<file path="src/rtl/pid_pkg.sv">
package pid_pkg;
  // Pipeline phase of one sample through the controller
  typedef enum logic [1:0] {
    PH_IDLE = 2'd0,
    PH_ERR  = 2'd1,
    PH_MUL  = 2'd2
  } pid_phase_e;

  // Default geometry shared by the modules
  localparam int PID_DATA_W  = 16;
  localparam int PID_COEF_W  = 16;
  localparam int PID_FRAC_W  = 12;
  localparam int PID_STATE_W = 24;
  localparam int PID_OUT_W   = 16;

  function automatic int pid_max(input int a, input int b);
    return (a > b) ? a : b;
  endfunction
endpackage

</file>
<file path="src/rtl/pid_sat.sv">
// Signed saturation of a wide value into a narrower signed range
module pid_sat #(
  parameter int IN_W  = 34,
  parameter int OUT_W = 16
) (
  input  logic signed [IN_W-1:0]  din,
  output logic signed [OUT_W-1:0] dout
);
  localparam int EXT_W = IN_W - OUT_W + 1;
  localparam logic signed [IN_W-1:0] HI_V = {{EXT_W{1'b0}}, {(OUT_W-1){1'b1}}};
  localparam logic signed [IN_W-1:0] LO_V = {{EXT_W{1'b1}}, {(OUT_W-1){1'b0}}};

  always_comb begin
    if (din > HI_V)      dout = HI_V[OUT_W-1:0];
    else if (din < LO_V) dout = LO_V[OUT_W-1:0];
    else                 dout = din[OUT_W-1:0];
  end
endmodule

</file>
<file path="src/rtl/pid_err_stage.sv">
// Forms the error and its first difference; keeps the previous error
module pid_err_stage #(
  parameter int DATA_W = 16,
  localparam int ERR_W = DATA_W + 1,
  localparam int DIF_W = DATA_W + 2
) (
  input  logic                     clk,
  input  logic                     rst,
  input  logic                     load,
  input  logic signed [DATA_W-1:0] setpt,
  input  logic signed [DATA_W-1:0] meas,
  output logic signed [ERR_W-1:0]  err_q,
  output logic signed [DIF_W-1:0]  derr_q
);
  logic signed [ERR_W-1:0] err_n;
  logic signed [ERR_W-1:0] err_prev_q;

  always_comb err_n = ERR_W'(setpt) - ERR_W'(meas);

  always_ff @(posedge clk) begin
    if (rst) begin
      err_q      <= '0;
      derr_q     <= '0;
      err_prev_q <= '0;
    end else if (load) begin
      err_q      <= err_n;
      derr_q     <= DIF_W'(err_n) - DIF_W'(err_prev_q);
      err_prev_q <= err_n;
    end
  end
endmodule

</file>
<file path="src/rtl/pid_mul_stage.sv">
// Coefficient products: proportional, integral step and derivative recursion
module pid_mul_stage #(
  parameter int DATA_W  = 16,
  parameter int COEF_W  = 16,
  parameter int FRAC_W  = 12,
  parameter int STATE_W = 24,
  localparam int ERR_W  = DATA_W + 1,
  localparam int DIF_W  = DATA_W + 2,
  localparam int PROD_W = ERR_W + COEF_W,
  localparam int DER_W  = COEF_W + STATE_W + 2
) (
  input  logic                      clk,
  input  logic                      rst,
  input  logic                      load,
  input  logic signed [ERR_W-1:0]   err,
  input  logic signed [DIF_W-1:0]   derr,
  input  logic signed [COEF_W-1:0]  kprop,
  input  logic signed [COEF_W-1:0]  kint,
  input  logic signed [COEF_W-1:0]  kdecay,
  input  logic signed [COEF_W-1:0]  kderiv,
  input  logic signed [STATE_W-1:0] ud_state,
  output logic signed [PROD_W-1:0]  p_q,
  output logic signed [PROD_W-1:0]  i_q,
  output logic signed [STATE_W-1:0] udn_q
);
  logic signed [PROD_W-1:0]  prop_full;
  logic signed [PROD_W-1:0]  int_full;
  logic signed [DER_W-1:0]   der_full;
  logic signed [DER_W-1:0]   der_shift;
  logic signed [STATE_W-1:0] udn_c;

  always_comb begin
    prop_full = PROD_W'(kprop) * PROD_W'(err);
    int_full  = PROD_W'(kint) * PROD_W'(err);
    der_full  = DER_W'(kdecay) * DER_W'(ud_state) + DER_W'(kderiv) * DER_W'(derr);
    der_shift = der_full >>> FRAC_W;
  end

  pid_sat #(.IN_W(DER_W), .OUT_W(STATE_W)) u_ud_sat (
    .din  (der_shift),
    .dout (udn_c)
  );

  always_ff @(posedge clk) begin
    if (rst) begin
      p_q   <= '0;
      i_q   <= '0;
      udn_q <= '0;
    end else if (load) begin
      p_q   <= prop_full >>> FRAC_W;
      i_q   <= int_full >>> FRAC_W;
      udn_q <= udn_c;
    end
  end
endmodule

</file>
<file path="src/rtl/pid_acc_stage.sv">
// Integral update with freeze, derivative commit, output sum and saturation
module pid_acc_stage #(
  parameter int PROD_W  = 33,
  parameter int STATE_W = 24,
  parameter int OUT_W   = 16,
  localparam int IW     = pid_pkg::pid_max(PROD_W, STATE_W) + 1,
  localparam int TW     = IW + 2
) (
  input  logic                      clk,
  input  logic                      rst,
  input  logic                      load,
  input  logic signed [PROD_W-1:0]  p_in,
  input  logic signed [PROD_W-1:0]  i_in,
  input  logic signed [STATE_W-1:0] udn_in,
  output logic signed [OUT_W-1:0]   ctrl_q,
  output logic signed [STATE_W-1:0] ud_q,
  output logic                      done_q
);
  logic signed [STATE_W-1:0] ui_q;
  logic signed [IW-1:0]      ui_sum;
  logic signed [STATE_W-1:0] ui_cand;
  logic signed [TW-1:0]      trial_sum;
  logic signed [TW-1:0]      kept_sum;
  logic signed [OUT_W-1:0]   trial_sat;
  logic signed [OUT_W-1:0]   kept_sat;
  logic                      trial_clip;

  always_comb ui_sum = IW'(ui_q) + IW'(i_in);

  pid_sat #(.IN_W(IW), .OUT_W(STATE_W)) u_ui_sat (
    .din  (ui_sum),
    .dout (ui_cand)
  );

  always_comb begin
    trial_sum = TW'(p_in) + TW'(ui_cand) + TW'(udn_in);
    kept_sum  = TW'(p_in) + TW'(ui_q) + TW'(udn_in);
  end

  pid_sat #(.IN_W(TW), .OUT_W(OUT_W)) u_trial_sat (
    .din  (trial_sum),
    .dout (trial_sat)
  );

  pid_sat #(.IN_W(TW), .OUT_W(OUT_W)) u_kept_sat (
    .din  (kept_sum),
    .dout (kept_sat)
  );

  always_comb trial_clip = (TW'(trial_sat) != trial_sum);

  always_ff @(posedge clk) begin
    if (rst) begin
      ui_q   <= '0;
      ud_q   <= '0;
      ctrl_q <= '0;
      done_q <= 1'b0;
    end else begin
      done_q <= load;
      if (load) begin
        ud_q <= udn_in;
        if (trial_clip) begin
          ctrl_q <= kept_sat;
        end else begin
          ui_q   <= ui_cand;
          ctrl_q <= trial_sat;
        end
      end
    end
  end
endmodule

</file>
<file path="src/rtl/pid_position_ctrl.sv">
module pid_position_ctrl
  import pid_pkg::*;
#(
  parameter int DATA_W  = PID_DATA_W,
  parameter int COEF_W  = PID_COEF_W,
  parameter int FRAC_W  = PID_FRAC_W,
  parameter int STATE_W = PID_STATE_W,
  parameter int OUT_W   = PID_OUT_W
) (
  input  logic                     clk,
  input  logic                     rst,
  input  logic                     in_valid,
  output logic                     in_ready,
  input  logic signed [DATA_W-1:0] setpt_in,
  input  logic signed [DATA_W-1:0] meas_in,
  input  logic signed [COEF_W-1:0] kprop_in,
  input  logic signed [COEF_W-1:0] kint_in,
  input  logic signed [COEF_W-1:0] kdecay_in,
  input  logic signed [COEF_W-1:0] kderiv_in,
  output logic signed [OUT_W-1:0]  ctrl_out,
  output logic                     done_out
);
  localparam int ERR_W  = DATA_W + 1;
  localparam int DIF_W  = DATA_W + 2;
  localparam int PROD_W = ERR_W + COEF_W;
  localparam int NCOEF  = 4;

  pid_phase_e phase_q;
  logic       accept;

  logic signed [COEF_W-1:0]  coef_in [NCOEF];
  logic signed [COEF_W-1:0]  coef_q  [NCOEF];
  logic signed [ERR_W-1:0]   err;
  logic signed [DIF_W-1:0]   derr;
  logic signed [PROD_W-1:0]  p_term;
  logic signed [PROD_W-1:0]  i_term;
  logic signed [STATE_W-1:0] ud_next;
  logic signed [STATE_W-1:0] ud_state;

  assign in_ready = (phase_q == PH_IDLE);
  assign accept   = in_valid && in_ready;

  always_ff @(posedge clk) begin
    if (rst) begin
      phase_q <= PH_IDLE;
    end else begin
      unique case (phase_q)
        PH_IDLE: if (accept) phase_q <= PH_ERR;
        PH_ERR:  phase_q <= PH_MUL;
        PH_MUL:  phase_q <= PH_IDLE;
        default: phase_q <= PH_IDLE;
      endcase
    end
  end

  assign coef_in[0] = kprop_in;
  assign coef_in[1] = kint_in;
  assign coef_in[2] = kdecay_in;
  assign coef_in[3] = kderiv_in;

  // Coefficients are taken with the sample so later input changes cannot leak in
  for (genvar g = 0; g < NCOEF; g++) begin : g_coef
    always_ff @(posedge clk) begin
      if (rst)         coef_q[g] <= '0;
      else if (accept) coef_q[g] <= coef_in[g];
    end
  end

  pid_err_stage #(.DATA_W(DATA_W)) u_err (
    .clk    (clk),
    .rst    (rst),
    .load   (accept),
    .setpt  (setpt_in),
    .meas   (meas_in),
    .err_q  (err),
    .derr_q (derr)
  );

  pid_mul_stage #(
    .DATA_W (DATA_W),
    .COEF_W (COEF_W),
    .FRAC_W (FRAC_W),
    .STATE_W(STATE_W)
  ) u_mul (
    .clk      (clk),
    .rst      (rst),
    .load     (phase_q == PH_ERR),
    .err      (err),
    .derr     (derr),
    .kprop    (coef_q[0]),
    .kint     (coef_q[1]),
    .kdecay   (coef_q[2]),
    .kderiv   (coef_q[3]),
    .ud_state (ud_state),
    .p_q      (p_term),
    .i_q      (i_term),
    .udn_q    (ud_next)
  );

  pid_acc_stage #(
    .PROD_W (PROD_W),
    .STATE_W(STATE_W),
    .OUT_W  (OUT_W)
  ) u_acc (
    .clk    (clk),
    .rst    (rst),
    .load   (phase_q == PH_MUL),
    .p_in   (p_term),
    .i_in   (i_term),
    .udn_in (ud_next),
    .ctrl_q (ctrl_out),
    .ud_q   (ud_state),
    .done_q (done_out)
  );
endmodule

</file>
<file path="config.mk">
export PLATFORM = sky130hd
export DESIGN_NAME = pid_position_ctrl
export DESIGN_NICKNAME = d
export VERILOG_FILES = /design/src/rtl/pid_pkg.sv /design/src/rtl/pid_sat.sv /design/src/rtl/pid_err_stage.sv /design/src/rtl/pid_mul_stage.sv /design/src/rtl/pid_acc_stage.sv /design/src/rtl/pid_position_ctrl.sv
export SDC_FILE = /design/constraint.sdc
export NUM_CORES = 2
export LEC_CHECK = 0
export BUFFER_PORTS_ARGS = -buffer_cell sky130_fd_sc_hd__buf_2
export CAP_MARGIN = 15
export CORE_ASPECT_RATIO = 0.9
export CORE_MARGIN = 10
export CORE_UTILIZATION = 55
export DETAILED_ROUTE_END_ITERATION = 10
export PLACE_DENSITY = 0.75
export SETUP_SLACK_MARGIN = 0.02
export SLEW_MARGIN = 30
export SYNTH_ARGS = -nofsm -noshare
export SYNTH_HDL_FRONTEND = slang
export SYNTH_SLANG_ARGS = --single-unit
</file>
<file path="constraint.sdc">
create_clock -name clk -period 22.1 [get_ports clk]
set_input_delay 4.42 -clock clk [delete_from_list [all_inputs] [get_ports clk]]
set_output_delay 4.42 -clock clk [all_outputs]
set_load 0.05 [all_outputs]
</file>
---- Word-level counts from Yosys, hierarchy flattened ----
Memory sizes are Yosys's and may differ from the RTL's.
Cells that the tools add are included.
word-level totals
  register bits after elaboration ......... 168
  memory bits (writable) .................. 64
  input port bits ......................... 99
  output and inout port bits .............. 18
  word-level logic and storage cells ...... 63
  memories kept ........................... 1
memory list
  name    words  bits a word  read ports  clocked after Yosys merged registers in  wr ports  RTL line                 RTL
  coef_q  4      16           4           0                                        4         pid_position_ctrl.sv:32  logic signed [COEF_W-1:0] coef_q [NCOEF];
cells by class
  $add $sub $neg .......................... 8
  multipliers ............................. 4
  order comparisons ....................... 8
  equal/unequal tests ..................... 4
  mux-type cells .......................... 20
  bitwise logic cells ..................... 5
  reductions and logical operators ........ 3
operators with widths
  cell                                                                     number
  16-bit 2-to-1 mux                                                        9
  24-bit 2-to-1 mux                                                        4
  36-bit by 16-bit > comparator with 1-bit output (second input constant)  2
  36-bit by 16-bit < comparator with 1-bit output (second input constant)  2
  16-bit by 17-bit multiplier with 33-bit output                           2
  25-bit by 24-bit adder with 26-bit output                                2
  21-bit by 24-bit adder with 25-bit output                                2
  40-bit by 34-bit adder with 41-bit output                                1
  16-bit by 24-bit multiplier with 40-bit output                           1
  16-bit by 36-bit inequality test with 1-bit output                       1
  34-bit by 24-bit > comparator with 1-bit output (second input constant)  1
  34-bit by 24-bit < comparator with 1-bit output (second input constant)  1
  16-bit by 18-bit multiplier with 34-bit output                           1
  30-bit by 24-bit > comparator with 1-bit output (second input constant)  1
  30-bit by 24-bit < comparator with 1-bit output (second input constant)  1
  24-bit by 21-bit adder with 25-bit output                                1
  17-bit by 17-bit subtractor with 18-bit output                           1
  16-bit by 16-bit subtractor with 17-bit output                           1
  1-bit 2-to-1 mux                                                         5
  1-bit OR                                                                 4
  2-bit one-hot mux with 2 select lines                                    1
  2-bit by 1-bit == test with 1-bit output (second input constant)         1
  2-bit == test (second input constant)                                    1
  2-bit zero test                                                          1
  other kinds (5)                                                          5

---- Longest topological paths before layout ----
  depth in word-level cells ............... 12
  mapped depth ............................ 31
  mapped depth without buffers ............ 28

---- Hierarchy ----
From an unflattened synthesis, not the netlist that was laid out.
unflattened totals
  cells, all modules ...................... 6987
  area total of the unflattened synthesis .. 63892.5 sq um
by module, submodules not included
  module                          instances  cells an instance  area an instance (sq um)  sequential area each (sq um)
  pid_mul_stage                   1          5196               47875.9                   1321.3
  pid_acc_stage                   1          1099               9281.4                    1301.2
  pid_err_stage                   1          375                2970.3                    700.7
  pid_position_ctrl               1          144                2482.4                    1961.9
  pid_sat (u_acc.u_kept_sat ...)  2          32                 245.2                     0.0
  pid_sat (u_acc.u_ui_sat)        1          67                 479.2                     0.0
  pid_sat (u_mul.u_ud_sat)        1          42                 312.8                     0.0

---- Worst setup path before layout ----
Ideal clock, no wire load.
  path type ............................... register to register
  from .................................... register u_err.derr_q[17]
  to ...................................... register u_mul.udn_q[10]
  setup time .............................. 132 ps
  data arrival time ....................... 8035 ps
  data required time ...................... 21968 ps
  setup slack ............................. 13933 ps
  cell stages (with the launch flop) ...... 28
  path buffers ............................ 3
  period minus slack after synthesis ...... 8167 ps
  path through ............................ dfxtp_1 > clkbuf_1 > nand2_1 > fa_1 > inv_1 > fa_1 > fa_1 > inv_1 > fa_1 > fa_1 > inv_1 > fa_1 > fa_1 > fa_1 > ha_1 > and3_1 > buf_2 > a31oi_1 > o21ai_1 > a31oi_1 > o31a_1 > a2111oi_2 > a21bo_2 > nor2b_1 > o221ai_1 > o21ai_2 > buf_2 > o32ai_1
between the ends
  word-level cells in the longest chain between the ends .. 5
  elaborated cells on any way between the ends .. 6
  those cells by class .................... add/sub (1); mul (1); order compare (2); mux (2)
ends and longest elaborated chain
  item                                                RTL line             RTL
  start, declared                                     pid_err_stage.sv:13  output logic signed [DIF_W-1:0] derr_q
  start signal, assigned                              pid_err_stage.sv:27  derr_q <= DIF_W'(err_n) - DIF_W'(err_prev_q);
  16-bit by 18-bit multiplier with 34-bit output (*)  pid_mul_stage.sv:35  der_full = DER_W'(kdecay) * DER_W'(ud_state) + DER_W'(kderiv) * DER_W'(derr);
  40-bit by 34-bit adder with 41-bit output (*)       pid_mul_stage.sv:35
  30-bit by 24-bit < comparator with 1-bit output     pid_sat.sv:15        else if (din < LO_V) dout = LO_V[OUT_W-1:0];
  24-bit 2-to-1 mux                                   pid_sat.sv:15
  24-bit 2-to-1 mux (*)                               pid_sat.sv:14        if (din > HI_V) dout = HI_V[OUT_W-1:0];
  end signal, assigned                                pid_mul_stage.sv:52  udn_q <= udn_c;
  end, declared                                       pid_mul_stage.sv:24  output logic signed [STATE_W-1:0] udn_q
Every way passes the cells marked *; elsewhere a longest branch is shown, timed or not.
A chain may end at the register's enable or synchronous reset.

---- Worst setup path after layout ----
  from .................................... register u_err.derr_q[17]
  to ...................................... register u_mul.udn_q[6]
Same word-level chain as after synthesis.

==> flow_summary.yaml <==
placement:
  place_inst: 7817
  place_congestion: 0.9324
  post-dp-hpwl_mm: 127.4
  portBuffers: 116
timing:
  grt_setup_unrepaired: "no"
  fin_skew_ps: 67.15
  worst_pin_slew_ps: 987.1
  maxSlewHeadroom_pct: 33.50
  slew_violations: 0
  hold_violations: 0
  totalNegativeSetupSlack_ps: 0
  max_freq_ghz: 0.1101
  post-route-min-period_ps: 9086
  timing.final.crit_share_pct: 41.11
  final-setup-viol-count: 0
logic_synthesis:
  synthArstFlopShare_pct: 0
  synthDistinctLibCells: 93
  synth_area_leader_cell: "fa_1"
  yosys_warnings: 0
  synthFlopType: "dfxtp_1"
  yosysSeqAreaShare_pct: 8.864
  synth_top_cell_area_share_pct: 45.76
  yosys_register_bits: 232
  synth_edf_count: 64
  synthTopCellsByArea: "fa_1 (46%), inv_1 (9.3%), ha_1 (9.2%)"
  synth_nets: 8403
  postSynthAreaPerCell_um2: 9.167
  synth_area_um2: 59620
  netlist_instances: 6504
worst_setup_path:
  worstPathArrival_ps: 9520
  cp-start-kind: "flop"
  cp_max_fo: 23
  reg2reg_setup_slack_ps: 13010
  cp-end-kind: "flop"
  required_ps: 22530
  crit_type: "reg2reg"
cts:
  holdBufCountCts: 0
  clk_latency_ps: 650
  clock_path_buffers: 3
  cts_setup_buffers: 0
  path_clk_slew_ps: 70
  cts-root-buf: "clkbuf_16"
  cts_buffers: 35
  cts_tree: "done"
  clock-sinks: 232
  post_cts_resized: 0
  h-tree-depth: 2
grt:
  grt_usage_pct: 26.41
  grt_pass1_vias: 46890
  grt_use_met2_pct: 43.21
  grt_pass1_wl_mm: 257.0
  antenna_found_initial: 3
  grt_overflow: 0
  met3_usage_pct: 4.516
  grt_max_degree: 101
  grt_busiest_layer: "met2"
  grtUsageMet1_pct: 35.77
floorplan:
  fp.dieW_um: 367.1
  initial_core_util_pct: 55.44
  ios: 117
  core_region_area_um2: 107500
  die_area_um2: 122000
  die_h_um: 332.4
  num_rows: 114
power_and_ir_drop:
  finalPower_mw: 5.372
  leakagePower_nw: 29.28
  irDropWorstVdd_mv: 0.1282
  p_per_area_nw_per_um2: 86.00
outcome:
  violations: "DRC"
  status: "finished, violations left"
detailed_routing:
  first_iter_violations: 3595
  routedWlPerCell_um: 19.82
  routed_via_density: 5.544
  first_pass_iters: 8
  route.vias.total: 43690
  drc: 1
  postRouteAntennaNets: 0
  routed_wl_mm: 156.2
job:
  maxCapViolCount: 0
finish:
  finalNetCount: 8303
  n_antenna_cell: 0
  area_delta_synth_final_pct: 4.761
  fill_cells: 9299
  instances_no_fill: 7880
  layout-drive-gt1-share_pct: 4.541
worst_hold_path:
  hold_class: "reg2reg"
critical path: stages, from the launching register on:
cell and delay (ps):
dfxtp_1 740, nand2_1 270, inv_1 140, fa_1 500
fa_1 870, inv_1 110, fa_1 470, fa_1 550
fa_1 500, inv_1 50, fa_1 470, fa_1 520
fa_1 500, ha_1 310, and3_1 260, a31oi_1 110
o21ai_1 180, a31oi_1 150, o31a_1 350, a2111oi_2 480
a21bo_2 250, nor2b_1 150, o221ai_1 160, o21ai_4 600
o32ai_1 190
synthesized netlist by cell type (all sizes together) (12+ instances only):
cell type,n
and3,23
o211ai,21
clkbuf,270
a32o,16
nand2b,63
a31oi,20
nor2b,21
buf,36
xnor2,103
o21a,34
o21ai,124
nand2,992
o32ai,21
and2,441
dfxtp,168
nor2,122
ha,437
nor3,29
o21bai,12
or3,30
nand4,23
edfxtp,64
a211oi,50
a21oi,193
xor2,56
a21o,70
nand3,48
fa,1363
o31ai,16
inv,1480
layer usage:
layer	share of wire, %	wire [um]	vias up
met5	0.029	45	-
met4	3.6	5691	4
met3	8.1	12700	351
met2	48	74390	1665
met1	41	63340	22280
li1	-	-	19390
cells by family after synthesis:
group	Yosys count	synth area share [%]
mux	3	0.05246
fa+ha+maj	1806	55.03
compound gates	676	7.643
buf+inv	1786	11.35
simple gates	1842	14.70
flops	232	8.864
xor+xnor	159	2.361
metrics by stage:
| step | cell area, um2 | utilization (%) | hold WS (ps) | setup WS (ps) |
|---|---|---|---|---|
| after floorplan | 59620 | - | 436.2 | 13930 |
| after global placement | 61250 | 56.95 | 443.1 | 13210 |
| after detailed placement | 61270 | 56.97 | 447.2 | 13010 |
| after CTS | 62450 | 58.07 | 458.2 | 12930 |
| after global routing | 62460 | 58.08 | 479.4 | 12540 |
| final | 62460 | 58.08 | 452.0 | 13010 |
flip-flops by register name (all words and copies together) (netlist names):
register and count:
u_acc.ui_q 24, u_mul.udn_q 24, u_err.derr_q 18, phase_q 2, u_mul.p_q 21, u_acc.ctrl_q 16
coef_q 64, u_mul.i_q 21, u_acc.done_q 1, u_err.err_q 17, u_acc.ud_q 24
cell type report:
cell class                      count  area (um2)  area share (%)
Clock inverter                     22       247.7          0.3966
Sequential cell                   232        5288           8.465
Multi-Input combinational cell   4486       47630           76.26
Inverter                         1480        5557           8.896
Clock buffer                       41       939.7           1.504
Timing Repair Buffer              169       984.7           1.576
Tap cell                         1450        1814           2.904
cells in the final DEF, fill, tap and decap left out, drive strengths merged, types with 20 or more instances in the layout:
cell type / Yosys / routed
a21o: 70 / 70
ha: 437 / 437
nor2b: 21 / 21
buf: 36 / 169
and2: 441 / 441
nor2: 122 / 122
dfxtp: 168 / 168
and3: 23 / 23
o32ai: 21 / 21
o211ai: 21 / 21
nand2: 992 / 992
a211oi: 50 / 50
clkbuf: 270 / 41
edfxtp: 64 / 64
nand2b: 63 / 63
nand3: 48 / 48
nor3: 29 / 29
inv: 1480 / 1481
o21ai: 124 / 124
o21a: 34 / 34
a31oi: 20 / 20
or3: 30 / 30
xor2: 56 / 56
nand4: 23 / 23
a21oi: 193 / 193
xnor2: 103 / 103
fa: 1363 / 1363
final timing paths:
path | from | end | cells after the start
max | u_err.derr_q[17] | u_mul.udn_q[6] | 24
min | u_acc.ctrl_q[15] | u_acc.ctrl_q[15] | 2
max reg2reg | u_err.derr_q[17] | u_mul.udn_q[6] | 24
min reg2reg | u_acc.ctrl_q[15] | u_acc.ctrl_q[15] | 2
report_power, final:
part	total [mW]	switching [mW]	internal, mW
Combinational	4.09	2.46	1.63
Sequential	0.675	0.177	0.497
Clock	0.611	0.257	0.354
Power figures use the tool's default switching activity.
